### src/rtl/disp_ser_pkg.sv
package disp_ser_pkg;

  typedef enum logic [2:0] {
    ST_IDLE,
    ST_SETUP,
    ST_SHHI,
    ST_SHLO,
    ST_LATCH,
    ST_RSSET,
    ST_ENHI
  } seq_state_e;

  function automatic int unsigned max_of5(int unsigned a, int unsigned b, int unsigned c,
                                          int unsigned d, int unsigned e);
    int unsigned m;
    m = a;
    if (b > m) m = b;
    if (c > m) m = c;
    if (d > m) m = d;
    if (e > m) m = e;
    return m;
  endfunction

endpackage

### src/rtl/disp_ser_timer.sv
module disp_ser_timer #(
  parameter int unsigned CNT_W = 4
) (
  input  logic             clk_i,
  input  logic             rst_ni,
  input  logic             load_i,
  input  logic [CNT_W-1:0] load_val_i,
  output logic             zero_o
);
  logic [CNT_W-1:0] cnt_q;

  always_ff @(posedge clk_i or negedge rst_ni) begin
    if (!rst_ni)             cnt_q <= '0;
    else if (load_i)         cnt_q <= load_val_i;
    else if (cnt_q != '0)    cnt_q <= cnt_q - 1'b1;
  end

  assign zero_o = (cnt_q == '0);
endmodule

### src/rtl/disp_ser_shreg.sv
module disp_ser_shreg #(
  parameter int unsigned WORD_W = 8,
  localparam int unsigned BIT_W = $clog2(WORD_W + 1)
) (
  input  logic              clk_i,
  input  logic              rst_ni,
  input  logic              load_i,
  input  logic [WORD_W-1:0] data_i,
  input  logic              shift_i,
  output logic              msb_o,
  output logic              last_o
);
  logic [WORD_W-1:0] sr_q;
  logic [BIT_W-1:0]  left_q;

  always_ff @(posedge clk_i or negedge rst_ni) begin
    if (!rst_ni) begin
      sr_q   <= '0;
      left_q <= '0;
    end else if (load_i) begin
      sr_q   <= data_i;
      left_q <= BIT_W'(WORD_W);
    end else if (shift_i) begin
      sr_q   <= {sr_q[WORD_W-2:0], 1'b0};
      if (left_q != '0) left_q <= left_q - 1'b1;
    end
  end

  assign msb_o  = sr_q[WORD_W-1];
  assign last_o = (left_q == BIT_W'(1));
endmodule

### src/rtl/disp_ser_ctrl.sv
module disp_ser_ctrl
  import disp_ser_pkg::*;
#(
  parameter int unsigned SETUP_CYC    = 1,
  parameter int unsigned SHIFT_HI_CYC = 2,
  parameter int unsigned SHIFT_LO_CYC = 1,
  parameter int unsigned LATCH_CYC    = 2,
  parameter int unsigned EN_CYC       = 3,
  parameter int unsigned CNT_W        = 4
) (
  input  logic             clk_i,
  input  logic             rst_ni,
  input  logic             valid_i,
  input  logic             tmr_zero_i,
  input  logic             last_bit_i,
  output seq_state_e       state_o,
  output logic             tmr_load_o,
  output logic [CNT_W-1:0] tmr_val_o,
  output logic             sr_load_o,
  output logic             sr_shift_o,
  output logic             rs_load_o,
  output logic             done_o
);
  localparam logic [CNT_W-1:0] D_SETUP = CNT_W'(SETUP_CYC - 1);
  localparam logic [CNT_W-1:0] D_HI    = CNT_W'(SHIFT_HI_CYC - 1);
  localparam logic [CNT_W-1:0] D_LO    = CNT_W'(SHIFT_LO_CYC - 1);
  localparam logic [CNT_W-1:0] D_LAT   = CNT_W'(LATCH_CYC - 1);
  localparam logic [CNT_W-1:0] D_EN    = CNT_W'(EN_CYC - 1);

  seq_state_e state_q, state_d;
  logic       done_q, done_d;

  always_comb begin
    state_d    = state_q;
    tmr_load_o = 1'b0;
    tmr_val_o  = '0;
    sr_load_o  = 1'b0;
    sr_shift_o = 1'b0;
    rs_load_o  = 1'b0;
    done_d     = 1'b0;
    unique case (state_q)
      ST_IDLE: if (valid_i) begin
        state_d    = ST_SETUP;
        tmr_load_o = 1'b1;
        tmr_val_o  = D_SETUP;
        sr_load_o  = 1'b1;
      end
      ST_SETUP: if (tmr_zero_i) begin
        state_d    = ST_SHHI;
        tmr_load_o = 1'b1;
        tmr_val_o  = D_HI;
      end
      ST_SHHI: if (tmr_zero_i) begin
        state_d    = ST_SHLO;
        tmr_load_o = 1'b1;
        tmr_val_o  = D_LO;
      end
      ST_SHLO: if (tmr_zero_i) begin
        tmr_load_o = 1'b1;
        if (last_bit_i) begin
          state_d   = ST_LATCH;
          tmr_val_o = D_LAT;
        end else begin
          state_d    = ST_SETUP;
          tmr_val_o  = D_SETUP;
          sr_shift_o = 1'b1;  // next bit appears while clock is low
        end
      end
      ST_LATCH: if (tmr_zero_i) begin
        state_d    = ST_RSSET;
        tmr_load_o = 1'b1;
        tmr_val_o  = D_SETUP;
        rs_load_o  = 1'b1;
      end
      ST_RSSET: if (tmr_zero_i) begin
        state_d    = ST_ENHI;
        tmr_load_o = 1'b1;
        tmr_val_o  = D_EN;
      end
      ST_ENHI: if (tmr_zero_i) begin
        state_d = ST_IDLE;
        done_d  = 1'b1;
      end
      default: state_d = ST_IDLE;
    endcase
  end

  always_ff @(posedge clk_i or negedge rst_ni) begin
    if (!rst_ni) begin
      state_q <= ST_IDLE;
      done_q  <= 1'b0;
    end else begin
      state_q <= state_d;
      done_q  <= done_d;
    end
  end

  assign state_o = state_q;
  assign done_o  = done_q;
endmodule

### src/rtl/disp_ser_seq.sv
module disp_ser_seq
  import disp_ser_pkg::*;
#(
  parameter int unsigned WORD_W       = 8,
  parameter int unsigned SETUP_CYC    = 1,
  parameter int unsigned SHIFT_HI_CYC = 2,
  parameter int unsigned SHIFT_LO_CYC = 1,
  parameter int unsigned LATCH_CYC    = 2,
  parameter int unsigned EN_CYC       = 3
) (
  input  logic              clk_i,
  input  logic              rst_ni,
  input  logic              word_valid_i,
  input  logic [WORD_W-1:0] word_data_i,
  input  logic              word_rs_i,
  output logic              word_ready_o,
  output logic              ser_data_o,
  output logic              sh_clk_o,
  output logic              lat_clk_o,
  output logic              out_en_no,
  output logic              rs_o,
  output logic              en_o,
  output logic              busy_o,
  output logic              done_o
);
  localparam int unsigned MAX_CYC =
    max_of5(SETUP_CYC, SHIFT_HI_CYC, SHIFT_LO_CYC, LATCH_CYC, EN_CYC);
  localparam int unsigned CNT_W = (MAX_CYC < 2) ? 1 : $clog2(MAX_CYC);

  seq_state_e       state;
  logic             tmr_load, tmr_zero, sr_load, sr_shift, rs_load, last_bit;
  logic [CNT_W-1:0] tmr_val;
  logic             rs_hold_q, rs_q;

  disp_ser_ctrl #(
    .SETUP_CYC   (SETUP_CYC),
    .SHIFT_HI_CYC(SHIFT_HI_CYC),
    .SHIFT_LO_CYC(SHIFT_LO_CYC),
    .LATCH_CYC   (LATCH_CYC),
    .EN_CYC      (EN_CYC),
    .CNT_W       (CNT_W)
  ) ctrl_i (
    .clk_i     (clk_i),
    .rst_ni    (rst_ni),
    .valid_i   (word_valid_i),
    .tmr_zero_i(tmr_zero),
    .last_bit_i(last_bit),
    .state_o   (state),
    .tmr_load_o(tmr_load),
    .tmr_val_o (tmr_val),
    .sr_load_o (sr_load),
    .sr_shift_o(sr_shift),
    .rs_load_o (rs_load),
    .done_o    (done_o)
  );

  disp_ser_timer #(.CNT_W(CNT_W)) tmr_i (
    .clk_i     (clk_i),
    .rst_ni    (rst_ni),
    .load_i    (tmr_load),
    .load_val_i(tmr_val),
    .zero_o    (tmr_zero)
  );

  disp_ser_shreg #(.WORD_W(WORD_W)) sr_i (
    .clk_i  (clk_i),
    .rst_ni (rst_ni),
    .load_i (sr_load),
    .data_i (word_data_i),
    .shift_i(sr_shift),
    .msb_o  (ser_data_o),
    .last_o (last_bit)
  );

  always_ff @(posedge clk_i or negedge rst_ni) begin
    if (!rst_ni) begin
      rs_hold_q <= 1'b0;
      rs_q      <= 1'b0;
    end else begin
      if (sr_load) rs_hold_q <= word_rs_i;
      if (rs_load) rs_q      <= rs_hold_q;
    end
  end

  assign word_ready_o = (state == ST_IDLE);
  assign busy_o       = ~word_ready_o;
  assign sh_clk_o     = (state == ST_SHHI);
  assign lat_clk_o    = (state == ST_LATCH);
  assign en_o         = (state == ST_ENHI);
  assign rs_o         = rs_q;
  assign out_en_no    = 1'b0;
endmodule

### config.mk
export PLATFORM = sky130hd
export DESIGN_NAME = disp_ser_seq
export DESIGN_NICKNAME = d
export VERILOG_FILES = /design/src/rtl/disp_ser_pkg.sv /design/src/rtl/disp_ser_timer.sv /design/src/rtl/disp_ser_shreg.sv /design/src/rtl/disp_ser_ctrl.sv /design/src/rtl/disp_ser_seq.sv
export SDC_FILE = /design/constraint.sdc
export NUM_CORES = 1
export LEC_CHECK = 0
export BUFFER_PORTS_ARGS = -buffer_cell sky130_fd_sc_hd__clkbuf_2
export CELL_PAD_IN_SITES_DETAIL_PLACEMENT = 0
export CELL_PAD_IN_SITES_GLOBAL_PLACEMENT = 1
export CORE_MARGIN = 5
export CORE_UTILIZATION = 25
export DETAILED_ROUTE_END_ITERATION = 10
export MAX_ROUTING_LAYER = met4
export PLACE_DENSITY = 0.53
export SYNTH_ARGS = -nofsm -noshare
export SYNTH_HDL_FRONTEND = slang
export SYNTH_SLANG_ARGS = --single-unit
### constraint.sdc
create_clock -name clk_i -period 3.2 [get_ports clk_i]
set_clock_uncertainty 0.2 [all_clocks]
set_input_delay 0 -clock clk_i [delete_from_list [all_inputs] [get_ports clk_i]]
set_output_delay 0 -clock clk_i [all_outputs]
set_load 0.02 [all_outputs]
==> flow_metrics.env, run 1 <==
export IMPL_status="completed"
export IMPL_rows=25
export IMPL_hold_viol=0
export IMPL_holdBufCountCts=11
export IMPL_start_util_pct=25.40
export IMPL_instances_no_fill=213
export IMPL_viasPerCell=4.859
export IMPL_synth_compound_area_share_pct=15.01
export IMPL_clock_latency_ps=250
export IMPL_setup_viol=0
export IMPL_synth_commonest_cells="25 x nand2_1, 20 x dfrtp_1, 9 x o21ai_0"
export IMPL_cts_setup_buffers=0
export IMPL_fin_area_um2=1441
export IMPL_grtUsageTotal_pct=9.755
export IMPL_diodes=0
export IMPL_avgSynthCellArea_um2=8.640
export IMPL_synth_area_leader_cell="dfrtp_1"
export IMPL_fmax_ghz=0.4716
export IMPL_antenna_found_initial=0
export IMPL_dpl_hpwl_um=1847
export IMPL_drc=0
export IMPL_drt_wirelength_per_cell_um=12.59
export IMPL_die_w_um=78.81
export IMPL_ys_seq_area_share_pct=42.28
export IMPL_core_um2=4661
export IMPL_timing_final_crit_share_pct=66.27
export IMPL_pre_cts_slack_ps=1100
export IMPL_ys_warn_count=0
export IMPL_syn_to_final_growth_pct=21.78
export IMPL_place_congestion=0.6958
export IMPL_slew_headroom_pct=33.10
export IMPL_vdd_drop_max_mv=0.3223
export IMPL_cts_sinks=20
export IMPL_port_buffers=19
export IMPL_cap_violations=0
export IMPL_grt_max_degree=23
export IMPL_yosysTopAreaCellShare_pct=42.28
export IMPL_synth_area_mux_share_pct=3.488
export IMPL_syn_inst=137
export IMPL_cp_data_arrival_time_ps=2090
export IMPL_cts_resized_gates=0
export IMPL_drive_above_1_share_pct=18.87
export IMPL_fin_tns_setup_ps=0
export IMPL_vias=1035
export IMPL_worst_pin_slew_ps=1001
export IMPL_synth_xor_area_share_pct=0
export IMPL_start_kind="flop"
export IMPL_pin_count=21
export IMPL_grt_pass1_wl_um=4643
export IMPL_period_needed_ps=2121
export IMPL_first_global_vias=966
export IMPL_cts_buffers=3
export IMPL_syn_nets=152
export IMPL_drt_pass1_iter_count=4
export IMPL_final_nets=176
export IMPL_synth_most_common_cell="nand2_1"
export IMPL_cts_buffer_depth=2
export IMPL_cts_tree="yes"
export IMPL_worstSetupPathType="reg2reg"
export IMPL_synth_simple_area_share_pct=27.59
export IMPL_clk_pin_slew_worst_paths_ps=80
export IMPL_synth_seq_cells=20
export IMPL_critical_path_endpoint_type="flop"
export IMPL_synth_adder_area_share_pct=3.171
export IMPL_n_fill_cell=501
export IMPL_dp_cells=199
export IMPL_hold_class="in2async"
export IMPL_drv_slew=0
export IMPL_h_tree_depth=1
export IMPL_leakage_nw=0.6419
export IMPL_power_density_nw_per_um2=811.4
export IMPL_totalWireLength_um=2681
export IMPL_die_area_um2=6210
export IMPL_required_ps=3170
export IMPL_worst_slack_ps=1079
export IMPL_die_h_um=78.81
export IMPL_final_core_util_pct=30.93
export IMPL_postPlaceCellArea_um2=1290
export IMPL_rsz0062_at_grt="no"
export IMPL_synth_ff_type="dfrtp_1"
export IMPL_ys_types=37
export IMPL_synth_area_leaders="dfrtp_1 42%, nand2_1 7.9%, o21ai_0 3.8%"
export IMPL_synth_edf_count=0
export IMPL_synth_top_family_by_area="simple AND/OR/NAND/NOR gates"
export IMPL_path_max_fanout=22
export IMPL_synthArstFlopShare_pct=100.0
export IMPL_syn_area_um2=1184
export IMPL_drtAntennaViolNets=0
export IMPL_drt_initial_drc_count=32
export IMPL_root_buffer="clkbuf_8"
export IMPL_overflow=0
==> per-stage QoR <==
step	hold slack, ps	total power, mW
final	48.30	1.170
after global routing	113.9	1.288
after CTS	74.46	1.194
after detailed placement	-188.9	1.005
after global placement	-191.8	0.9861
after floorplan	-495.6	0.8888
==> sequential cells by signal (all words and copies together) (netlist names) <==
| name | cells |
|---|---|
| ctrl_i.done_o | 1 |
| ctrl_i.state_o | 3 |
| rs_hold_q | 1 |
| rs_o | 1 |
| sr_i.left_q | 4 |
| sr_i.sr_q | 8 |
| tmr_i.cnt_q | 2 |
==> layout by cell type (no fill, tap or decap), drive strengths merged, types with 3 or more instances in the layout <==
cell         count
nand2           25
a21oi            7
nand3            9
inv              7
mux2i            3
dfrtp           20
dlygate4sd3     11
nor2             7
o211ai           7
o21ai            9
nor3             4
or3b             3
ha               3
clkbuf          22
==> layer usage <==
metal	wire [um]	track usage (%)	vias up
li1	-	-	518
met3	134	2.834	2
met4	15	2.098	0
met1	1304	12.77	488
met2	1226	15.03	27
met5	0	-	-
==> worst max-delay path, cell delays in order (launching register included) <==
cell      delay, ps
dfrtp_1         610
nor4b_2         950
nand2_1         140
o211ai_1        140
==> power breakdown <==
group | total [mW] | internal, mW | switching [mW]
registers | 0.485 | 0.356 | 0.129
logic | 0.521 | 0.232 | 0.288
clock network | 0.164 | 0.0837 | 0.0805
==> final cells by class <==
cell class	instances	area, um^2	share of cell area [%]
clock buffer	3	41.29	2.865
tap	54	67.56	4.688
inverter	7	26.28	1.823
sequential	20	500.5	34.72
timing repair buffer	31	212.7	14.76
multi-input combinational	98	593.1	41.15
==> path summary, 6_finish.rpt <==
check / startpoint / end / slack (ps) / cells past startpoint
worst max-delay path: ctrl_i.state_o[1]$_DFFE_PN0P_ / sr_i.sr_q[5]$_DFFE_PN0P_ / 1080 / 3
worst min-delay path: rst_ni / tmr_i.cnt_q[1]$_DFFE_PN0P_ / 50 / 2
worst max register to register: ctrl_i.state_o[1]$_DFFE_PN0P_ / sr_i.sr_q[5]$_DFFE_PN0P_ / 1080 / 3
worst min register to register: rs_hold_q$_DFFE_PN0P_ / rs_hold_q$_DFFE_PN0P_ / 280 / 2
max in group asynchronous: rst_ni / sr_i.sr_q[2]$_DFFE_PN0P_ / 2390 / 2
min in group clk_i: rs_hold_q$_DFFE_PN0P_ / rs_hold_q$_DFFE_PN0P_ / 280 / 2
==> kinds of logic after synthesis <==
logic type | Yosys count
adders and majority gates | 3
buffers and inverters | 19
muxes | 4
other | 1
AOI/OAI and AO/OA | 28
and+or+nand+nor | 62
DFF | 20
No activity file was read; power rests on OpenSTA's default activity.
==> run 2, diff against run 1 <==
--- a/config.mk
+++ b/config.mk
@@ -5,6 +5,7 @@
 export SDC_FILE = /design/constraint.sdc
 export NUM_CORES = 1
 export LEC_CHECK = 0
+export ABC_AREA = 1
 export BUFFER_PORTS_ARGS = -buffer_cell sky130_fd_sc_hd__clkbuf_2
 export CELL_PAD_IN_SITES_DETAIL_PLACEMENT = 0
 export CELL_PAD_IN_SITES_GLOBAL_PLACEMENT = 1
@@ -12,7 +13,7 @@
 export CORE_UTILIZATION = 25
 export DETAILED_ROUTE_END_ITERATION = 10
 export MAX_ROUTING_LAYER = met4
-export PLACE_DENSITY = 0.53
+export PLACE_DENSITY = 0.55
 export SYNTH_ARGS = -nofsm -noshare
 export SYNTH_HDL_FRONTEND = slang
 export SYNTH_SLANG_ARGS = --single-unit
==> constraint.sdc (replaced) <==
create_clock -name clk_i -period 2.15 [get_ports clk_i]
set_clock_uncertainty 0.2 [all_clocks]
set_input_delay 0 -clock clk_i [delete_from_list [all_inputs] [get_ports clk_i]]
set_output_delay 0 -clock clk_i [all_outputs]
set_load 0.02 [all_outputs]
==> flow_metrics.env, run 2 <==
export IMPL_status="completed"
export IMPL_antenna_found_initial=0
export IMPL_die_w_um=79.06
export IMPL_r2r_cells=6
export IMPL_ys_warn_count=0
export IMPL_syn_nets=186
export IMPL_seqCellArea_um2=500.5
export IMPL_cap_violations=0
export IMPL_largest_reg_flops=8
export IMPL_place_congestion=0.7913
export IMPL_h_tree_depth=1
export IMPL_diodes=0
export IMPL_drt_pass1_iter_count=4
export IMPL_syn_inst=171
export IMPL_postPlaceCellArea_um2=1320
export IMPL_first_global_vias=1052
export IMPL_core_um2=4692
export IMPL_cp_common_cell="nand2_1"
export IMPL_synthArstFlopShare_pct=100.0
export IMPL_leakage_nw=0.8434
export IMPL_root_buffer="clkbuf_8"
export IMPL_cts_buffers=3
export IMPL_drtAntennaViolNets=0
export IMPL_synth_area_leaders="dfrtp_1 42%, nand2_1 26%, nand3_1 6.3%"
export IMPL_fin_tns_setup_ps=0
export IMPL_ys_seq_area_share_pct=41.97
export IMPL_multi_input_area_um2=570.5
export IMPL_cp_slowest_cell="dfrtp_1"
export IMPL_clk_pin_slew_worst_paths_ps=70
export IMPL_critical_path_endpoint_type="flop"
export IMPL_path_cells="nor2_4, nand3_4, nand2_2, inv_1, nand2_1, nand2_1"
export IMPL_n_fill_cell=515
export IMPL_port_buffers=19
export IMPL_max_stage_delay_ps=500
export IMPL_synth_commonest_cells="84 x nand2_1, 20 x dfrtp_1, 19 x inv_1"
export IMPL_dp_cells=240
export IMPL_synth_edf_count=0
export IMPL_synth_area_leader_cell="dfrtp_1"
export IMPL_r2r_end="sr_i.sr_q[5]$_DFFE_PN0P_"
export IMPL_hold_viol=0
export IMPL_rows=25
export IMPL_cts_sinks=20
export IMPL_yosysTopAreaCellShare_pct=41.97
export IMPL_dpl_hpwl_um=2003
export IMPL_layout_commonest_cell="nand2_1"
export IMPL_start_util_pct=25.41
export IMPL_cp_startpoint="ctrl_i.state_o[0]$_DFFE_PN0P_"
export IMPL_vias=1063
export IMPL_cp_endpoint="sr_i.sr_q[5]$_DFFE_PN0P_"
export IMPL_start_kind="flop"
export IMPL_clock_latency_ps=260
export IMPL_avgSynthCellArea_um2=6.973
export IMPL_cts_setup_buffers=0
export IMPL_hold_class="in2reg"
export IMPL_die_h_um=79.06
export IMPL_syn_to_final_growth_pct=22.56
export IMPL_worstSetupPathType="reg2reg"
export IMPL_final_nets=216
export IMPL_viasPerCell=4.202
export IMPL_cts_tree="yes"
export IMPL_synth_ff_type="dfrtp_1"
export IMPL_cp_data_arrival_time_ps=1770
export IMPL_top_register="sr_i.sr_q"
export IMPL_final_cell_mix="84 x nand2_1, 20 x dfrtp_1, 19 x inv_1, 19 x clkbuf_2, 15 x nand3_1"
export IMPL_grt_pass1_wl_um=4685
export IMPL_overflow=0
export IMPL_drt_wirelength_per_cell_um=10.45
export IMPL_setup_viol=0
export IMPL_grtUsageTotal_pct=9.631
export IMPL_reg2reg_slack_ps=330
export IMPL_fmax_ghz=0.5482
export IMPL_cts_buffer_depth=2
export IMPL_totalWireLength_um=2643
export IMPL_worst_pin_slew_ps=555.8
export IMPL_synth_seq_cells=20
export IMPL_instances_no_fill=253
export IMPL_synth_most_common_cell="nand2_1"
export IMPL_required_ps=2100
export IMPL_slew_headroom_pct=62.94
export IMPL_power_density_nw_per_um2=1397
export IMPL_drc=0
export IMPL_drv_slew=0
export IMPL_drt_initial_drc_count=29
export IMPL_ys_types=21
export IMPL_fin_area_um2=1461
export IMPL_syn_area_um2=1192
export IMPL_die_area_um2=6250
export IMPL_path_max_fanout=17
export IMPL_vdd_drop_max_mv=0.6325
export IMPL_timing_final_crit_share_pct=84.84
export IMPL_pin_count=21
export IMPL_grt_max_degree=21
export IMPL_total_power_mw=2.042
export IMPL_rsz0062_at_grt="no"
export IMPL_period_needed_ps=1824
export IMPL_drive_above_1_share_pct=15.58
export IMPL_rr_startpoint="ctrl_i.state_o[0]$_DFFE_PN0P_"
-- run 2: changes by cell type after synthesis, sizes merged, moves of 4 or more --
cell,change
a21oi,-7
buf,-4
inv,+14
nand2,+61
nand3,+8
o211ai,-7
-- run 2: per-layer routing --
layer	part of all wire (%)	track usage (%)	vias to the layer above	wire length, um
met2	45	15.40	16	1180
met1	50	12.13	471	1314
met5	0	-	-	0
met4	0.68	1.546	0	18
li1	-	-	574	-
met3	4.9	3.175	2	130
-- run 2: worst max-delay path: cells and delay by family, from the launching register on --
family        cells  cell delay (ps)
flops             1              500
simple gates      5              820
buf+inv           1              190
-- run 2: kinds of logic (layout without fill, tap and decap cells) --
family	Yosys count	count (layout)	synth area share, %
AO/OA/AOI/OAI	7	7	2.938
XOR/XNOR	2	2	1.469
AND/OR/NAND/NOR	112	112	39.98
buffers and inverters	26	54	10.18
flip-flops	20	20	41.97
other	1	1	0.3145
adder cells (fa/ha/maj)	3	3	3.148
-- run 2: area by class of cell --
| class | instances | area share [%] |
|---|---|---|
| clock buffers | 3 | 2.825 |
| repair buffers | 30 | 13.87 |
| inverters | 21 | 5.394 |
| well taps | 54 | 4.623 |
| flip-flops and latches | 20 | 34.25 |
| multi-input cells | 125 | 39.04 |
-- run 2: report_power, final --
group / internal (mW) / switching (mW)
sequential: 0.531 / 0.136
combinational: 0.397 / 0.730
clock: 0.125 / 0.123
total: 1.05 / 0.989
-- run 2: worst min-delay path by stage --
stage          cells past startpoint  slack, ps         start                          to
2_1_floorplan                      0       -500        rst_ni     ctrl_i.done_o$_DFF_PN0_
3_3_place_gp                       1       -180        rst_ni  sr_i.left_q[3]$_DFFE_PN0P_
5_1_grt                            6         80  word_valid_i  tmr_i.cnt_q[1]$_DFFE_PN0P_
6_report                           6         20  word_valid_i  tmr_i.cnt_q[1]$_DFFE_PN0P_
3_5_place_dp                       1       -170        rst_ni  sr_i.left_q[1]$_DFFE_PN0P_
4_1_cts                            6         20  word_valid_i  tmr_i.cnt_q[1]$_DFFE_PN0P_
-- run 2: timing repair --
action	4_1_cts	5_1_grt
gates resized for setup	0	0
endpoints found under the hold margin	29	0
hold buffers	10	0
-- run 2: per-stage QoR --
step	util, %	setup WS (ps)	hold slack (ps)
after floorplan	-	655.6	-495.6
after CTS	31.15	310.8	21.11
after global routing	31.15	168.8	75.63
after detailed placement	28.13	309.7	-173.3
final	31.15	325.9	20.51
after global placement	28.13	371.0	-178.9
